## config.mk

```make
export PLATFORM = sky130hd
export DESIGN_NAME = tagzero_store_unit
export DESIGN_NICKNAME = d
export VERILOG_FILES = /design/src/rtl/tzs_pkg.sv /design/src/rtl/tzs_decoder.sv /design/src/rtl/tzs_addr_gen.sv /design/src/rtl/tagzero_store_unit.sv
export SDC_FILE = /design/constraint.sdc
export NUM_CORES = 1
export LEC_CHECK = 0
export BUFFER_PORTS_ARGS = -buffer_cell sky130_fd_sc_hd__buf_4
export CAP_MARGIN = 20
export CELL_PAD_IN_SITES_DETAIL_PLACEMENT = 0
export CELL_PAD_IN_SITES_GLOBAL_PLACEMENT = 1
export CORE_AREA = 3 3 221 223
export DETAILED_ROUTE_END_ITERATION = 10
export DIE_AREA = 0 0 224 226
export PLACE_DENSITY_LB_ADDON = 0.1
export SLEW_MARGIN = 10
export SYNTH_ARGS = -nofsm -noshare
export SYNTH_HDL_FRONTEND = slang
export SYNTH_SLANG_ARGS = --single-unit
```

## constraint.sdc

```tcl
create_clock -name clk -period 3.1 [get_ports clk]
set_input_delay 0 -clock clk [delete_from_list [all_inputs] [get_ports clk]]
set_output_delay 0 -clock clk [all_outputs]
set_load 0.005 [all_outputs]
```

## src/rtl/tzs_pkg.sv

```systemverilog
package tzs_pkg;

    typedef enum logic [2:0] {
        ST_IDLE,
        ST_DECODE,
        ST_ADDR,
        ST_DATA_WR,
        ST_TAG_WR,
        ST_WRBACK,
        ST_DONE
    } tzs_state_e;

    typedef enum logic [1:0] {
        STAT_OK        = 2'd0,
        STAT_UNDEF     = 2'd1,
        STAT_SP_ALIGN  = 2'd2,
        STAT_GRAN_ALIGN = 2'd3
    } tzs_status_e;

    typedef enum logic [1:0] {
        MODE_RSVD   = 2'b00,
        MODE_POST   = 2'b01,
        MODE_OFFSET = 2'b10,
        MODE_PRE    = 2'b11
    } tzs_mode_e;

    localparam int unsigned OPC_HI_W = 11;
    localparam logic [OPC_HI_W-1:0] OPC_HI_VALUE = 11'b11011001011;

endpackage

```

## src/rtl/tzs_decoder.sv

```systemverilog
module tzs_decoder
    import tzs_pkg::*;
#(
    parameter int unsigned XLEN        = 64,
    parameter int unsigned IMM_W       = 9,
    parameter int unsigned GRAN_LOG2   = 4,
    parameter int unsigned IDX_W       = 5
) (
    input  logic [31:0]       insn,
    input  logic              feat_en,
    output logic              legal,
    output logic              do_wb,
    output logic              is_post,
    output logic [IDX_W-1:0]  base_idx,
    output logic [IDX_W-1:0]  src_idx,
    output logic [XLEN-1:0]   offset
);
    localparam int unsigned EXT_W   = XLEN - IMM_W - GRAN_LOG2;
    localparam int unsigned IMM_LSB = 12;
    localparam int unsigned MODE_LSB = 10;

    logic [IMM_W-1:0] imm;
    tzs_mode_e        mode;
    logic             hi_ok;

    always_comb begin
        imm      = insn[IMM_LSB +: IMM_W];
        mode     = tzs_mode_e'(insn[MODE_LSB +: 2]);
        base_idx = insn[5 +: IDX_W];
        src_idx  = insn[0 +: IDX_W];
        hi_ok    = (insn[31 -: OPC_HI_W] == OPC_HI_VALUE);
        legal    = feat_en && hi_ok && (mode != MODE_RSVD);
        do_wb    = (mode == MODE_POST) || (mode == MODE_PRE);
        is_post  = (mode == MODE_POST);
        offset   = {{EXT_W{imm[IMM_W-1]}}, imm, {GRAN_LOG2{1'b0}}};
    end

endmodule

```

## src/rtl/tzs_addr_gen.sv

```systemverilog
module tzs_addr_gen #(
    parameter int unsigned XLEN      = 64,
    parameter int unsigned GRAN_LOG2 = 4
) (
    input  logic [XLEN-1:0] base,
    input  logic [XLEN-1:0] offset,
    input  logic            is_post,
    output logic [XLEN-1:0] access_addr,
    output logic [XLEN-1:0] updated_addr,
    output logic            base_misaligned,
    output logic            access_misaligned
);
    logic [XLEN-1:0] sum;

    always_comb begin
        sum               = base + offset;
        access_addr       = is_post ? base : sum;
        updated_addr      = sum;
        base_misaligned   = |base[GRAN_LOG2-1:0];
        access_misaligned = |access_addr[GRAN_LOG2-1:0];
    end

endmodule

```

## src/rtl/tagzero_store_unit.sv

```systemverilog
module tagzero_store_unit
    import tzs_pkg::*;
#(
    parameter int unsigned XLEN      = 64,
    parameter int unsigned IMM_W     = 9,
    parameter int unsigned GRAN_LOG2 = 4,
    parameter int unsigned IDX_W     = 5,
    parameter int unsigned TAG_W     = 4,
    parameter int unsigned TAG_LSB   = 56
) (
    input  logic                     clk,
    input  logic                     rst_n,
    input  logic                     feat_en,
    input  logic                     req_valid,
    output logic                     req_ready,
    input  logic [31:0]              req_insn,
    output logic [IDX_W-1:0]         rf_rd_base_idx,
    input  logic [XLEN-1:0]          rf_rd_base_data,
    output logic [IDX_W-1:0]         rf_rd_src_idx,
    input  logic [XLEN-1:0]          rf_rd_src_data,
    input  logic [XLEN-1:0]          sp_value,
    output logic                     rf_wr_en,
    output logic [IDX_W-1:0]         rf_wr_idx,
    output logic [XLEN-1:0]          rf_wr_data,
    output logic                     sp_wr_en,
    output logic [XLEN-1:0]          sp_wr_data,
    output logic                     mem_req_valid,
    input  logic                     mem_req_ready,
    output logic                     mem_req_is_tag,
    output logic [XLEN-1:0]          mem_req_addr,
    output logic [(8<<GRAN_LOG2)-1:0] mem_req_wdata,
    output logic [TAG_W-1:0]         mem_req_tag,
    output logic                     done_valid,
    output logic [1:0]               done_status
);
    localparam int unsigned GRAN_BITS = 8 << GRAN_LOG2;
    localparam logic [IDX_W-1:0] SP_IDX = {IDX_W{1'b1}};

    tzs_state_e  state_q, state_d;
    tzs_status_e status_q, status_d;
    logic [31:0]      insn_q;
    logic             feat_q;
    logic [XLEN-1:0]  base_q, src_q;

    logic             dec_legal, dec_wb, dec_post;
    logic [IDX_W-1:0] dec_base_idx, dec_src_idx;
    logic [XLEN-1:0]  dec_offset;

    logic [XLEN-1:0]  acc_addr, upd_addr;
    logic             base_mis, acc_mis;
    logic             base_is_sp, src_is_sp;
    logic [XLEN-1:0]  base_sel, src_sel;

    tzs_decoder #(
        .XLEN(XLEN), .IMM_W(IMM_W), .GRAN_LOG2(GRAN_LOG2), .IDX_W(IDX_W)
    ) u_dec (
        .insn     (insn_q),
        .feat_en  (feat_q),
        .legal    (dec_legal),
        .do_wb    (dec_wb),
        .is_post  (dec_post),
        .base_idx (dec_base_idx),
        .src_idx  (dec_src_idx),
        .offset   (dec_offset)
    );

    tzs_addr_gen #(
        .XLEN(XLEN), .GRAN_LOG2(GRAN_LOG2)
    ) u_agen (
        .base              (base_q),
        .offset            (dec_offset),
        .is_post           (dec_post),
        .access_addr       (acc_addr),
        .updated_addr      (upd_addr),
        .base_misaligned   (base_mis),
        .access_misaligned (acc_mis)
    );

    // Register index 31 reads the stack pointer on either operand.
    always_comb begin
        base_is_sp = (dec_base_idx == SP_IDX);
        src_is_sp  = (dec_src_idx == SP_IDX);
        base_sel   = base_is_sp ? sp_value : rf_rd_base_data;
        src_sel    = src_is_sp  ? sp_value : rf_rd_src_data;
    end

    // State and operand registers.
    always_ff @(posedge clk) begin
        if (!rst_n) begin
            state_q  <= ST_IDLE;
            status_q <= STAT_OK;
            insn_q   <= '0;
            feat_q   <= 1'b0;
            base_q   <= '0;
            src_q    <= '0;
        end else begin
            state_q  <= state_d;
            status_q <= status_d;
            if (state_q == ST_IDLE && req_valid) begin
                insn_q <= req_insn;
                feat_q <= feat_en;
            end
            if (state_q == ST_DECODE) begin
                base_q <= base_sel;
                src_q  <= src_sel;
            end
        end
    end

    // Next-state logic.
    always_comb begin
        state_d  = state_q;
        status_d = status_q;
        unique case (state_q)
            ST_IDLE: begin
                if (req_valid) begin
                    state_d  = ST_DECODE;
                    status_d = STAT_OK;
                end
            end
            ST_DECODE: begin
                if (!dec_legal) begin
                    state_d  = ST_DONE;
                    status_d = STAT_UNDEF;
                end else begin
                    state_d = ST_ADDR;
                end
            end
            ST_ADDR: begin
                if (base_is_sp && base_mis) begin
                    state_d  = ST_DONE;
                    status_d = STAT_SP_ALIGN;
                end else if (acc_mis) begin
                    state_d  = ST_DONE;
                    status_d = STAT_GRAN_ALIGN;
                end else begin
                    state_d = ST_DATA_WR;
                end
            end
            ST_DATA_WR: begin
                if (mem_req_ready) state_d = ST_TAG_WR;
            end
            ST_TAG_WR: begin
                if (mem_req_ready) state_d = dec_wb ? ST_WRBACK : ST_DONE;
            end
            ST_WRBACK: state_d = ST_DONE;
            ST_DONE:   state_d = ST_IDLE;
            default:   state_d = ST_IDLE;
        endcase
    end

    // Outputs.
    always_comb begin
        req_ready      = 1'b0;
        rf_rd_base_idx = dec_base_idx;
        rf_rd_src_idx  = dec_src_idx;
        rf_wr_en       = 1'b0;
        rf_wr_idx      = dec_base_idx;
        rf_wr_data     = upd_addr;
        sp_wr_en       = 1'b0;
        sp_wr_data     = upd_addr;
        mem_req_valid  = 1'b0;
        mem_req_is_tag = 1'b0;
        mem_req_addr   = acc_addr;
        mem_req_wdata  = {GRAN_BITS{1'b0}};
        mem_req_tag    = src_q[TAG_LSB +: TAG_W];
        done_valid     = 1'b0;
        done_status    = status_q;
        unique case (state_q)
            ST_IDLE:    req_ready = 1'b1;
            ST_DECODE:  ;
            ST_ADDR:    ;
            ST_DATA_WR: mem_req_valid = 1'b1;
            ST_TAG_WR: begin
                mem_req_valid  = 1'b1;
                mem_req_is_tag = 1'b1;
            end
            ST_WRBACK: begin
                sp_wr_en = base_is_sp;
                rf_wr_en = !base_is_sp;
            end
            ST_DONE:    done_valid = 1'b1;
            default:    ;
        endcase
    end

endmodule

```

; Word level (Yosys, flattened, before mapping)
; Index checks and enable logic that the tools add are counted.
[op_classes]
bitwise_logic = 0
n_reduce_logical = 14
order_cmp = 0
n_div = 0
n_mux = 22
n_eq_ne = 16
n_mul = 0
n_shift = 0
add_sub_neg = 1
[ops]
columns = operator, n
row1 = $mux 64, 2
row2 = $add 64x64->64, 1
row3 = $mux 60, 1
row4 = $mux 3, 6
row5 = $pmux 3 s6, 1
row6 = $eq 11x11->1 const B, 1
row7 = $eq 5x5->1 const B, 2
row8 = $mux 2, 5
row9 = $eq 3x3->1 const B, 3
row10 = $ne 2x2->1 const B, 4
row11 = $reduce_or 4->1, 2
row12 = $eq 3x2->1 const B, 2
row13 = $mux 1, 6
row14 = $pmux 2 s3, 1
row15 = $logic_and 1x1->1, 4
row16 = $reduce_and 4->1, 1
row17 = $eq 3x1->1 const B, 1
row18 = $logic_not 3->1, 1
row19 = $ne 3x3->1 const B, 1
row20 = $reduce_and 3->1, 1
row21 = $reduce_bool 3->1, 1
row22 = $eq 2x1->1 const B, 1
row23 = $eq 2x2->1 const B, 1
row24 = $reduce_bool 2->1, 1
row25 = 3 further kinds, 3
[totals]
romBits = 0
latchBits = 0
ramBits = 0
n_memories = 0
regBits = 162

; Depth between registers and ports, before layout
; Gate-level depths: netlist of the first run.
[depth]
ltp_word = 6
depth_mapped = 12
mapped_depth_nobuf = 11

; By module
; A second synthesis of the first run with hierarchy kept.
[hier_totals]
hier_cells = 1565
hier_area_um2 = 11297.1
[modules_own_cells]
columns = module, cells_each, area_per_inst_um2, n_inst
row1 = tagzero_store_unit, 776, 6004.5, 1
row2 = tzs_addr_gen, 707, 4684.5, 1
row3 = tzs_decoder, 82, 608.1, 1

; Worst setup path before layout of the first run
; OpenSTA, ideal clock, no wires.
[synth_timing]
path_type = reg2out
start = register insn_q[20]
end = output sp_wr_data[63]
t_arrival_ps = 3520
path_stages_with_launch = 11
slack_ps = -420
path_cell_list = dfxtp_1 > ha_1 > a21o_1 > a21o_1 > a21o_1 > o311ai_2 > nand2_1 > a41oi_2 > xor2_1 > xnor2_1 > buf_4
[synth_via]
elab_chain_cells = 1
[synth_lines]
columns = item, line
row1 = start: declaration, tagzero_store_unit.sv:41  ; logic [31:0] insn_q;
row2 = start signal: assignment, tagzero_store_unit.sv:100  ; insn_q <= req_insn;
row3 = $add 64x64->64, tzs_addr_gen.sv:16  ; sum = base + offset;
row4 = end: declaration, tagzero_store_unit.sv:26  ; output logic [XLEN-1:0] sp_wr_data,
; No other way between the ends.

; Worst setup path after layout of the first run
[layout_timing]
start = register insn_q[20]
end = output mem_req_addr[56]
[layout_via]
elab_chain_cells = 2
[layout_lines]
columns = item, line
row1 = $add 64x64->64, tzs_addr_gen.sv:16
row2 = $mux 64, tzs_addr_gen.sv:17  ; access_addr = is_post ? base : sum;
row3 = end: declaration, tagzero_store_unit.sv:30  ; output logic [XLEN-1:0] mem_req_addr,
; No other way between the ends.

==> flow_summary_export.csv, run 1 <==
group,metric,value,unit
routing,drtIter0Drc,400,
sta,min_period,3.37,ns
synthesis,syn_area,10700,um^2
clock_tree,cts_buffers,9,
critical_path,criticalPathCategory,"register to output pin",
floorplanning,io_pins,576,
clock_tree,clk_path_buf_depth,2,
sta,grt_setup_unrepaired,"true",
critical_path,critPathLaunchType,"register",
clock_tree,path_clk_slew,0.08,ns
final_layout,areaGrowthSynthToFinish,71.3,%
sta,final_hold_viol_count,0,
clock_tree,clkSinkCount,106,
sta,worst_pin_slew,0.843,ns
critical_path,r2r_setup_slack,0.67,ns
floorplanning,dieArea,50600,um^2
sta,max_slew_margin,43.8,%
final_layout,fin_util,39.4,%
placed_design,numPortBuffers,387,
synthesis,yosysSeqAreaShare,19.7,%
synthesis,netlist.area_leader.share,19.7,%
floorplanning,die_x,224,um
grt,track_usage,15.7,%
critical_path,worstPathMaxFanout,7,
power_and_ir_drop,irDropWorstVdd,0.408,mV
sta,fmax,0.297,GHz
synthesis,synth_top_area_cell,"dfxtp_1",
grt,grt_pass1_wl,63.3,mm
clock_tree,cts_tree,"yes",
placed_design,gp_congestion,0.837,
sta,fin_worst_skew,0.0100,ns
min_path,hold_path_class,"input pin to register",
synthesis,synth_cell_types,67,
clock_tree,cts_root_buffer,"clkbuf_16",
routing,first_pass_iters,5,
status,status,"finished with violations",
sta,fin_ws,-0.267,ns
grt,grt-ovfl-total,0,
clock_tree,htree_levels,3,
synthesis,ys_seq_elements,106,
routing,routed_wl,42.8,mm
sta,final.period_utilization,109,%
power_and_ir_drop,powerDensity,774,nW/um^2
final_layout,antenna_cells,0,
synthesis,synthTopCellsByArea,"dfxtp_1 20%, buf_4 15%, nand2_1 10%",
routing,drc,0,
floorplanning,start_util,23.0,%
final_layout,final_nets,2256,
floorplanning,core_area,46800,um^2
sta,drv_slew,0,
grt,grt_pass1_vias,11092,
routing,wl_per_cell,16.6,um
synthesis,async_flop_share,0,%
synthesis,ys_warn_count,0,
critical_path,required,3.10,ns
power_and_ir_drop,p_leak,9.68,nW
clock_tree,clk_latency,0.38,ns
synthesis,synth_edf_count,0,
routing,viasPerCell,4.37,
job,maxCapViolations,0,
sta,finalSetupTns,-7.68,ns
grt,antenna_found_initial,0,
floorplanning,die-height,226,um
synthesis,syn_inst,1401,
critical_path,cp.arrival,3.37,ns
placed_design,place_hpwl,33.4,mm
routing,num_vias,11258,
routing,antenna_left,0,
synthesis,synth_area_per_cell,7.67,um^2
status,violations,"negative setup slack",
floorplanning,rows,79,
critical_path,cp-end-kind,"output pin",
grt,grt_max_degree,77,
final_layout,drive_above_1_share,41.9,%
synthesis,ys.flop_type,"dfxtp_1",
sta,finalSetupViolations,84,
## logic make-up (layout without fill, tap and decap cells)
kind of cell | count (synthesis) | count (layout) | synth area share (%)
AOI/OAI and AO/OA | 336 | 336 | 23.3
xor gates and xnor gates | 60 | 60 | 4.89
adders and majority gates | 60 | 60 | 7.06
buffers and inverters | 303 | 747 | 18.2
DFF | 106 | 106 | 19.7
muxes | 94 | 94 | 9.04
other | 1 | 128 | 0.0349
and+or+nand+nor | 441 | 441 | 17.8
## where the power goes
part | total (mW) | switching (mW) | internal [mW]
logic | 10.5 | 4.75 | 5.78
registers | 2.42 | 0.578 | 1.84
clock network | 1.28 | 0.635 | 0.646
## layout make-up
cell class                      instances  area (um^2)
Sequential cell                       106         2130
Clock inverter                          7         83.8
Inverter                               14         52.6
Clock buffer                            9          225
Timing Repair Buffer                  717         6250
Multi-Input combinational cell       1119         8900
Tap cell                              607          759
Fill cell                            4866        28400
## critical path: stages (launching register included)
cell and delay (ns):
dfxtp_4 0.47, buf_8 0.16, ha_4 0.23, a21oi_4 0.19, buf_6 0.12, o21ai_4 0.05, buf_6 0.13, nor4b_4 0.32
nor3_4 0.13, o31ai_4 0.30, a21oi_4 0.14, a41oi_2 0.24, xnor2_2 0.10, mux2_2 0.26, buf_4 0.14
## final timing paths
| kind | startpoint | endpoint | depth (start not counted) |
|---|---|---|---|
| worst max-delay path | insn_q[20] | mem_req_addr[56] | 14 |
| worst min-delay path | rf_rd_base_data[5] | base_q[5] | 4 |
| worst max register to register | insn_q[7] | base_q[41] | 7 |
| worst min register to register | insn_q[27] | insn_q[27] | 2 |
## cells in the mapped netlist, types with 2 or more instances
| library cell | number |
|---|---|
| and3_1 | 12 |
| and2_1 | 6 |
| o2111ai_1 | 4 |
| nor3_1 | 14 |
| o211ai_2 | 2 |
| xnor2_1 | 37 |
| clkbuf_1 | 56 |
| inv_1 | 14 |
| nand3_1 | 11 |
| nand2b_1 | 5 |
| a221oi_1 | 4 |
| a31oi_1 | 8 |
| mux2i_1 | 70 |
| and4_1 | 4 |
| ha_1 | 59 |
| nor2b_1 | 10 |
| o21ai_1 | 6 |
| nand2_1 | 290 |
| nor4_1 | 6 |
| dfxtp_1 | 106 |
| nand3b_1 | 2 |
| buf_1 | 11 |
| xor2_1 | 23 |
| nor2_1 | 56 |
| o31ai_4 | 2 |
| or2_2 | 3 |
| o211ai_1 | 6 |
| o21ai_0 | 33 |
| buf_2 | 7 |
| a21boi_1 | 4 |
| mux2_2 | 24 |
| o21bai_1 | 15 |
| a21o_1 | 41 |
| o31ai_1 | 3 |
| nand4_1 | 16 |
| a21oi_2 | 3 |
| a21boi_0 | 37 |
| o21a_1 | 3 |
| a41oi_2 | 2 |
| a21oi_1 | 78 |
| o211a_1 | 68 |
| buf_4 | 215 |
## placed cells by master (no fill, tap or decap), drive strengths merged, types with 23 or more instances in the layout
| cell type | count |
|---|---|
| buf | 557 |
| nand2 | 290 |
| dlygate4sd3 | 157 |
| conb | 128 |
| dfxtp | 106 |
| a21oi | 81 |
| mux2i | 70 |
| o211a | 68 |
| ha | 59 |
| nor2 | 56 |
| a21boi | 42 |
| a21o | 41 |
| o21ai | 40 |
| xnor2 | 37 |
| mux2 | 24 |
| xor2 | 23 |
## per-stage QoR
stage                     instance area (um^2)  setup slack (ns)  total power [mW]  hold WS (ns)  cells
final                                    18400            -0.267              14.2        0.0192   2579
after global placement                   14000           -0.0763              11.1         0.266   2357
after detailed placement                 14000            -0.120              11.1         0.273   2357
after global routing                     18400            -0.416              15.4        0.0233   2579
after floorplan                          11200            0.0998              6.94         0.137   1528
after CTS                                16500            -0.302              13.1      0.000111   2537
## registers in the layout, indices dropped and copies added (netlist names)
| signal | cells |
|---|---|
| insn_q | 32 |
| base_q | 64 |
| feat_q | 1 |
| state_q | 3 |
| src_q | 4 |
| done_status | 2 |
## layer usage
metal  up-vias  GRT usage [%]  share of wire, %
li1       5668              -                 -
met5         -              0                 0
met4         0           2.85              0.96
met1      5296           20.0                44
met3        16           3.15               4.8
met2       278           27.9                50
## repair_timing
action                                  CTS  global route
hold buffers                            157             0
pin swaps                                33            83
endpoints found under the setup margin  118           120
cloned                                    0             4
resized for setup                       105           288
setup buffers                             9            46
endpoints found under the hold margin    97             0
(Power assumes the default switching activity.)
==> inputs of run 2 (changes only) <==
==> constraint.sdc (replaced) <==
create_clock -name clk -period 3.1 [get_ports clk]
set_input_delay 0 -clock clk [delete_from_list [all_inputs] [get_ports clk]]
set_output_delay 0 -clock clk [all_outputs]
set_load 0.1 [all_outputs]
==> run 2 against run 1 <==
Design area grew 17%; via count grew 5.3%; sequential share of layout area shrank 1.7 points; sequential cell count is the same; die area is the same; the run still ends with negative setup slack left; final cell count grew 4.7%; clock-buffer cell count is the same; first-iteration DRC count grew 12%; non-clock buffer count grew 120.
==> flow_summary_export.csv, run 2 (synthesized netlist as in run 1, its figures left out) <==
group,metric,value,unit
sta,final.period_utilization,113,%
final_layout,drive_above_1_share,48.6,%
final_layout,reg_top3,"base_q x64, insn_q x32, src_q x4",
critical_path,cpMaxStageDelayCell,"dfxtp_4",
clock_tree,htree_levels,3,
final_layout,antenna_cells,0,
routing,routed_wl,46.7,mm
critical_path,worstPathMaxFanout,10,
clock_tree,clk_path_buf_depth,2,
critical_path,rr_startpoint,"insn_q[7]",
critical_path,reg2regPathDepth,7,
placed_design,place_ws,-0.436,ns
final_layout,layout_commonest_cell,"buf_4",
grt,antenna_found_initial,0,
grt,grt_pass1_wl,69.1,mm
floorplanning,core_area,46800,um^2
clock_tree,path_clk_slew,0.09,ns
floorplanning,start_util,23.0,%
placed_design,numPortBuffers,387,
final_layout,areaGrowthSynthToFinish,101,%
grt,grt-ovfl-total,0,
floorplanning,io_pins,576,
sta,fin_ws,-0.406,ns
min_path,worstHoldStart,"sp_value[61]",
min_path,holdPathEnd,"base_q[61]",
status,violations,"negative setup slack",
sta,finalSetupViolations,95,
routing,drtIter0Drc,446,
routing,viasPerCell,4.39,
critical_path,max_stage_delay,0.45,ns
routing,first_pass_iters,5,
status,status,"finished with violations",
sta,drv_slew,0,
clock_tree,cts_tree,"yes",
routing,antenna_left,0,
routing,num_vias,11856,
floorplanning,dieArea,50600,um^2
critical_path,criticalPathCategory,"register to output pin",
clock_tree,clkSinkCount,106,
critical_path,required,3.10,ns
placed_design,gp_congestion,0.831,
floorplanning,rows,79,
critical_path,path_cells,"buf_4 > buf_12 > ha_1 > a21o_1 > a21o_1 > a21oi_1 > o21ai_2 > a221o_1 > a21oi_2 > a21boi_4 > buf_12 > xnor2_4 > mux2_4 > buf_8",
job,maxCapViolations,0,
final_layout,final_nets,2376,
routing,drc,0,
critical_path,cp-end-kind,"output pin",
final_layout,top_register,"base_q",
floorplanning,die_x,224,um
clock_tree,cts_root_buffer,"clkbuf_16",
sta,final_hold_viol_count,0,
sta,grt_setup_unrepaired,"true",
sta,worst_pin_slew,0.718,ns
sta,hold_ws,0.0203,ns
min_path,min_path_cells,4,
min_path,hold_path_class,"input pin to register",
clock_tree,cts_buffers,9,
routing,wl_per_cell,17.3,um
grt,grt_pass1_vias,12076,
critical_path,timing.rr.end,"base_q[43]",
final_layout,largest_reg_flops,64,
sta,finalSetupTns,-19.37,ns
sta,min_period,3.51,ns
critical_path,cp.arrival,3.51,ns
critical_path,r2r_setup_slack,0.71,ns
final_layout,final_cell_mix,"492 x buf_4, 241 x nand2_1, 144 x dlygate4sd3_1",
clock_tree,clk_latency,0.38,ns
floorplanning,die-height,226,um
grt,grt_max_degree,66,
sta,max_slew_margin,52.2,%
placed_design,place_hpwl,36.5,mm
grt,track_usage,17.4,%
critical_path,critPathLaunchType,"register",
sta,fin_worst_skew,0.00928,ns
sta,fmax,0.285,GHz
-- run 2: cell count changes in the layout (fill, tap and decap cells not counted), sizes merged --
cell	delta
buf	+135
clkbuf	-2
clkinv	+1
clkinvlp	+1
dlygate4sd3	-13
inv	-2
-- run 2: timing repair --
action | in CTS | in global routing
setup endpoints to repair | 143 | 136
endpoints found under the hold margin | 89 | 0
pin swaps | 47 | 61
setup buffers | 10 | 28
gates resized for setup | 352 | 293
hold buffers | 144 | 0
cloned | 0 | 1
-- run 2: metal layers --
layer	part of all wire, %	vias up	GRT usage [%]
met1	43	5648	21.6
met5	0	-	0
met2	53	280	32.4
met3	3.2	20	1.92
met4	0.94	0	3.49
li1	-	5908	-
-- run 2: critical path: cells and delay by family (launching register included) --
kind                     cells  cell delay (ns)
adder cells (fa/ha/maj)      1             0.27
buffers and inverters        4             0.66
multiplexers                 1             0.27
XOR/XNOR                     1             0.07
flip-flops                   1             0.45
AO/OA/AOI/OAI                7             1.37
-- run 2: cell type report --
class                           count  area (um^2)
Multi-Input combinational cell   1119         9750
Sequential cell                   106         2130
Clock buffer                        9          225
Fill cell                        4497        25200
Clock inverter                      7         98.8
Tap cell                          607          759
Timing Repair Buffer              837         8540
Inverter                           14         52.6
-- run 2: metrics by stage --
stage | utilization [%] | cell area, um^2 | cells
after floorplan | - | 12800 | 1528
after global placement | 35.4 | 16600 | 2503
after detailed placement | 35.4 | 16600 | 2503
after CTS | 42.9 | 20000 | 2672
after global routing | 46.1 | 21600 | 2699
final | 46.1 | 21600 | 2699
-- run 2: worst max-delay path by stage --
stage / startpoint / end / cells past startpoint
after CTS: base_q[4] / sp_wr_data[62] / 14
after detailed placement: insn_q[20] / mem_req_addr[54] / 14
after global routing: insn_q[20] / mem_req_addr[60] / 13
after global placement: insn_q[20] / mem_req_addr[54] / 14
after floorplan: insn_q[20] / mem_req_addr[62] / 9
final: insn_q[20] / mem_req_addr[57] / 14
Power of run 2 is left out: the tool's default activity adds up to more than one toggle a clock period on the data nets, which glitch-free logic cannot reach.
==> inputs of run 3 (changes only) <==
--- a/config.mk
+++ b/config.mk
@@ -7,7 +7,7 @@
 export LEC_CHECK = 0
 export BUFFER_PORTS_ARGS = -buffer_cell sky130_fd_sc_hd__buf_4
 export CAP_MARGIN = 20
-export CELL_PAD_IN_SITES_DETAIL_PLACEMENT = 0
+export CELL_PAD_IN_SITES_DETAIL_PLACEMENT = 1
 export CELL_PAD_IN_SITES_GLOBAL_PLACEMENT = 1
 export CORE_AREA = 3 3 221 223
 export DETAILED_ROUTE_END_ITERATION = 10
==> run 3 against run 2 <==
The run still ends with negative setup slack left; register-to-register slack worse by 0.12 ns; routed wire length is 11% higher; critical path depth is 1 higher; sequential share of layout area is 0.26 points lower; global-route usage is 2.2 points higher; via count is 4.1% higher; hold slack worse by 0.0070 ns; final cell count is 1.5% higher; non-clock buffer count is 40 higher; fmax is 0.97% lower; clock-buffer cell count is 1 higher; design area is 2.6% higher; largest cell class unchanged.
==> flow_summary_export.csv, run 3 (synthesized netlist as in run 1, its figures left out) <==
group,metric,value,unit
routing,antenna_left,0,
clock_tree,cts_buffers,9,
clock_tree,cts_root_buffer,"clkbuf_16",
placed_design,place_hpwl,38.5,mm
routing,drtIter0Drc,306,
sta,finalSetupTns,-20.42,ns
placed_design,gp_congestion,0.831,
sta,fin_ws,-0.440,ns
grt,grt.busiest_layer,"met2",
grt,grt_pass1_vias,13373,
grt,grt.met3_usage,2.29,%
routing,drc,0,
critical_path,cp.arrival,3.54,ns
critical_path,worstPathMaxFanout,6,
min_path,worstHoldStart,"sp_value[62]",
critical_path,r2r_setup_slack,0.59,ns
clock_tree,path_clk_slew,0.09,ns
floorplanning,start_util,23.0,%
critical_path,startpoint,"insn_q[20]",
final_layout,top_register,"base_q",
floorplanning,dieArea,50600,um^2
sta,fmax,0.282,GHz
final_layout,fin_util,47.3,%
routing,wl_per_cell,19.0,um
clock_tree,htree_levels,3,
final_layout,final_cell_mix,"523 x buf_4, 238 x nand2_1, 146 x dlygate4sd3_1",
min_path,min_path_cells,4,
clock_tree,clk_latency,0.39,ns
min_path,holdPathEnd,"base_q[62]",
placed_design,numPortBuffers,387,
critical_path,timing.rr.end,"base_q[44]",
grt,track_usage,19.6,%
grt,grt_pass1_wl,77.5,mm
grt,grt_max_degree,66,
sta,max_slew_margin,49.2,%
floorplanning,io_pins,576,
routing,first_pass_iters,4,
sta,final_hold_viol_count,0,
final_layout,drive_above_1_share,50.1,%
final_layout,areaGrowthSynthToFinish,106,%
critical_path,rr_startpoint,"insn_q[6]",
final_layout,largest_reg_flops,64,
placed_design,placed_area,16600,um^2
status,violations,"negative setup slack",
final_layout,antenna_cells,0,
sta,worst_pin_slew,0.762,ns
sta,min_period,3.54,ns
min_path,hold_path_class,"input pin to register",
final_layout,fin_area,22100,um^2
floorplanning,rows,79,
job,maxCapViolations,0,
sta,finalSetupViolations,103,
sta,fin_worst_skew,0.00895,ns
sta,grt_setup_unrepaired,"true",
final_layout,final_nets,2416,
routing,viasPerCell,4.51,
final_layout,layout_commonest_cell,"buf_4",
critical_path,critPathLaunchType,"register",
clock_tree,clkSinkCount,106,
final_layout,reg_top3,"base_q x64, insn_q x32, src_q x4",
grt,antenna_found_initial,0,
critical_path,required,3.10,ns
critical_path,cp-end-kind,"output pin",
routing,num_vias,12347,
routing,routed_wl,52.0,mm
status,status,"finished with violations",
floorplanning,core_area,46800,um^2
floorplanning,die_x,224,um
critical_path,criticalPathCategory,"register to output pin",
clock_tree,clk_path_buf_depth,2,
sta,final.period_utilization,114,%
grt,grt-ovfl-total,0,
clock_tree,cts_tree,"yes",
sta,drv_slew,0,
grt,use_met1,22.9,%
critical_path,reg2regPathDepth,7,
grt,grtUsageMet2,38.6,%
floorplanning,die-height,226,um
[run 3: changes by cell type in the layout (fill, tap and decap cells not counted), moves of 3 or more]
cell | previous run | this run
buf_4 | 492 | 523
buf_12 | 124 | 133
nand2_4 | 5 | 12
ha_1 | 26 | 20
ha_4 | 31 | 35
nand2_2 | 36 | 32
o21ai_0 | 23 | 19
a21oi_2 | 30 | 27
a21oi_4 | 9 | 12
nand2_1 | 241 | 238
o21ai_1 | 10 | 13
[run 3: layer usage]
layer	wire, um	part of all wire [%]
met1	21200	41
met2	28800	55
met3	1560	3.0
met4	468	0.90
met5	0	0
[run 3: worst max path at each step]
stage                                   to  slack, ns
after floorplan           mem_req_addr[62]      -0.61
after global placement    mem_req_addr[54]      -0.40
after detailed placement  mem_req_addr[54]      -0.43
after CTS                 mem_req_addr[60]      -0.45
after global routing      mem_req_addr[54]      -0.56
final                     mem_req_addr[50]      -0.44
[run 3: layout make-up]
cell class,count,area [um^2]
Multi-Input combinational cell,1119,9920
Inverter,14,52.6
Clock buffer,10,229
Fill cell,5160,24600
Clock inverter,6,78.8
Tap cell,607,759
Sequential cell,106,2130
Timing Repair Buffer,877,8940
[run 3: worst max-delay path, cell delays in order (launching register included)]
cell	delay, ns
dfxtp_4	0.40
buf_8	0.15
ha_4	0.27
buf_4	0.12
a21oi_1	0.06
o21ai_0	0.27
a21oi_1	0.13
o211ai_1	0.42
a21oi_2	0.12
buf_4	0.16
o21bai_4	0.18
buf_6	0.13
a31oi_4	0.10
xnor2_4	0.16
mux2_4	0.28
buf_12	0.17
[run 3: stage by stage]
step	std cells	setup slack (ns)	hold slack, ns
6_report	2739	-0.440	0.0133
5_1_grt	2739	-0.561	0.0323
4_1_cts	2711	-0.447	0.00305
3_5_place_dp	2503	-0.434	0.273
3_3_place_gp	2503	-0.397	0.262
2_1_floorplan	1528	-0.608	0.134
[run 3: timing repair]
action                     CTS  global route
gates resized for setup    566           129
setup buffers               51            35
setup endpoints to repair  142           134
hold endpoints to repair    90             0
gates cloned                 1             0
pin swaps                   90            37
hold buffers               146             0
Power of run 3 is left out for the same reason.
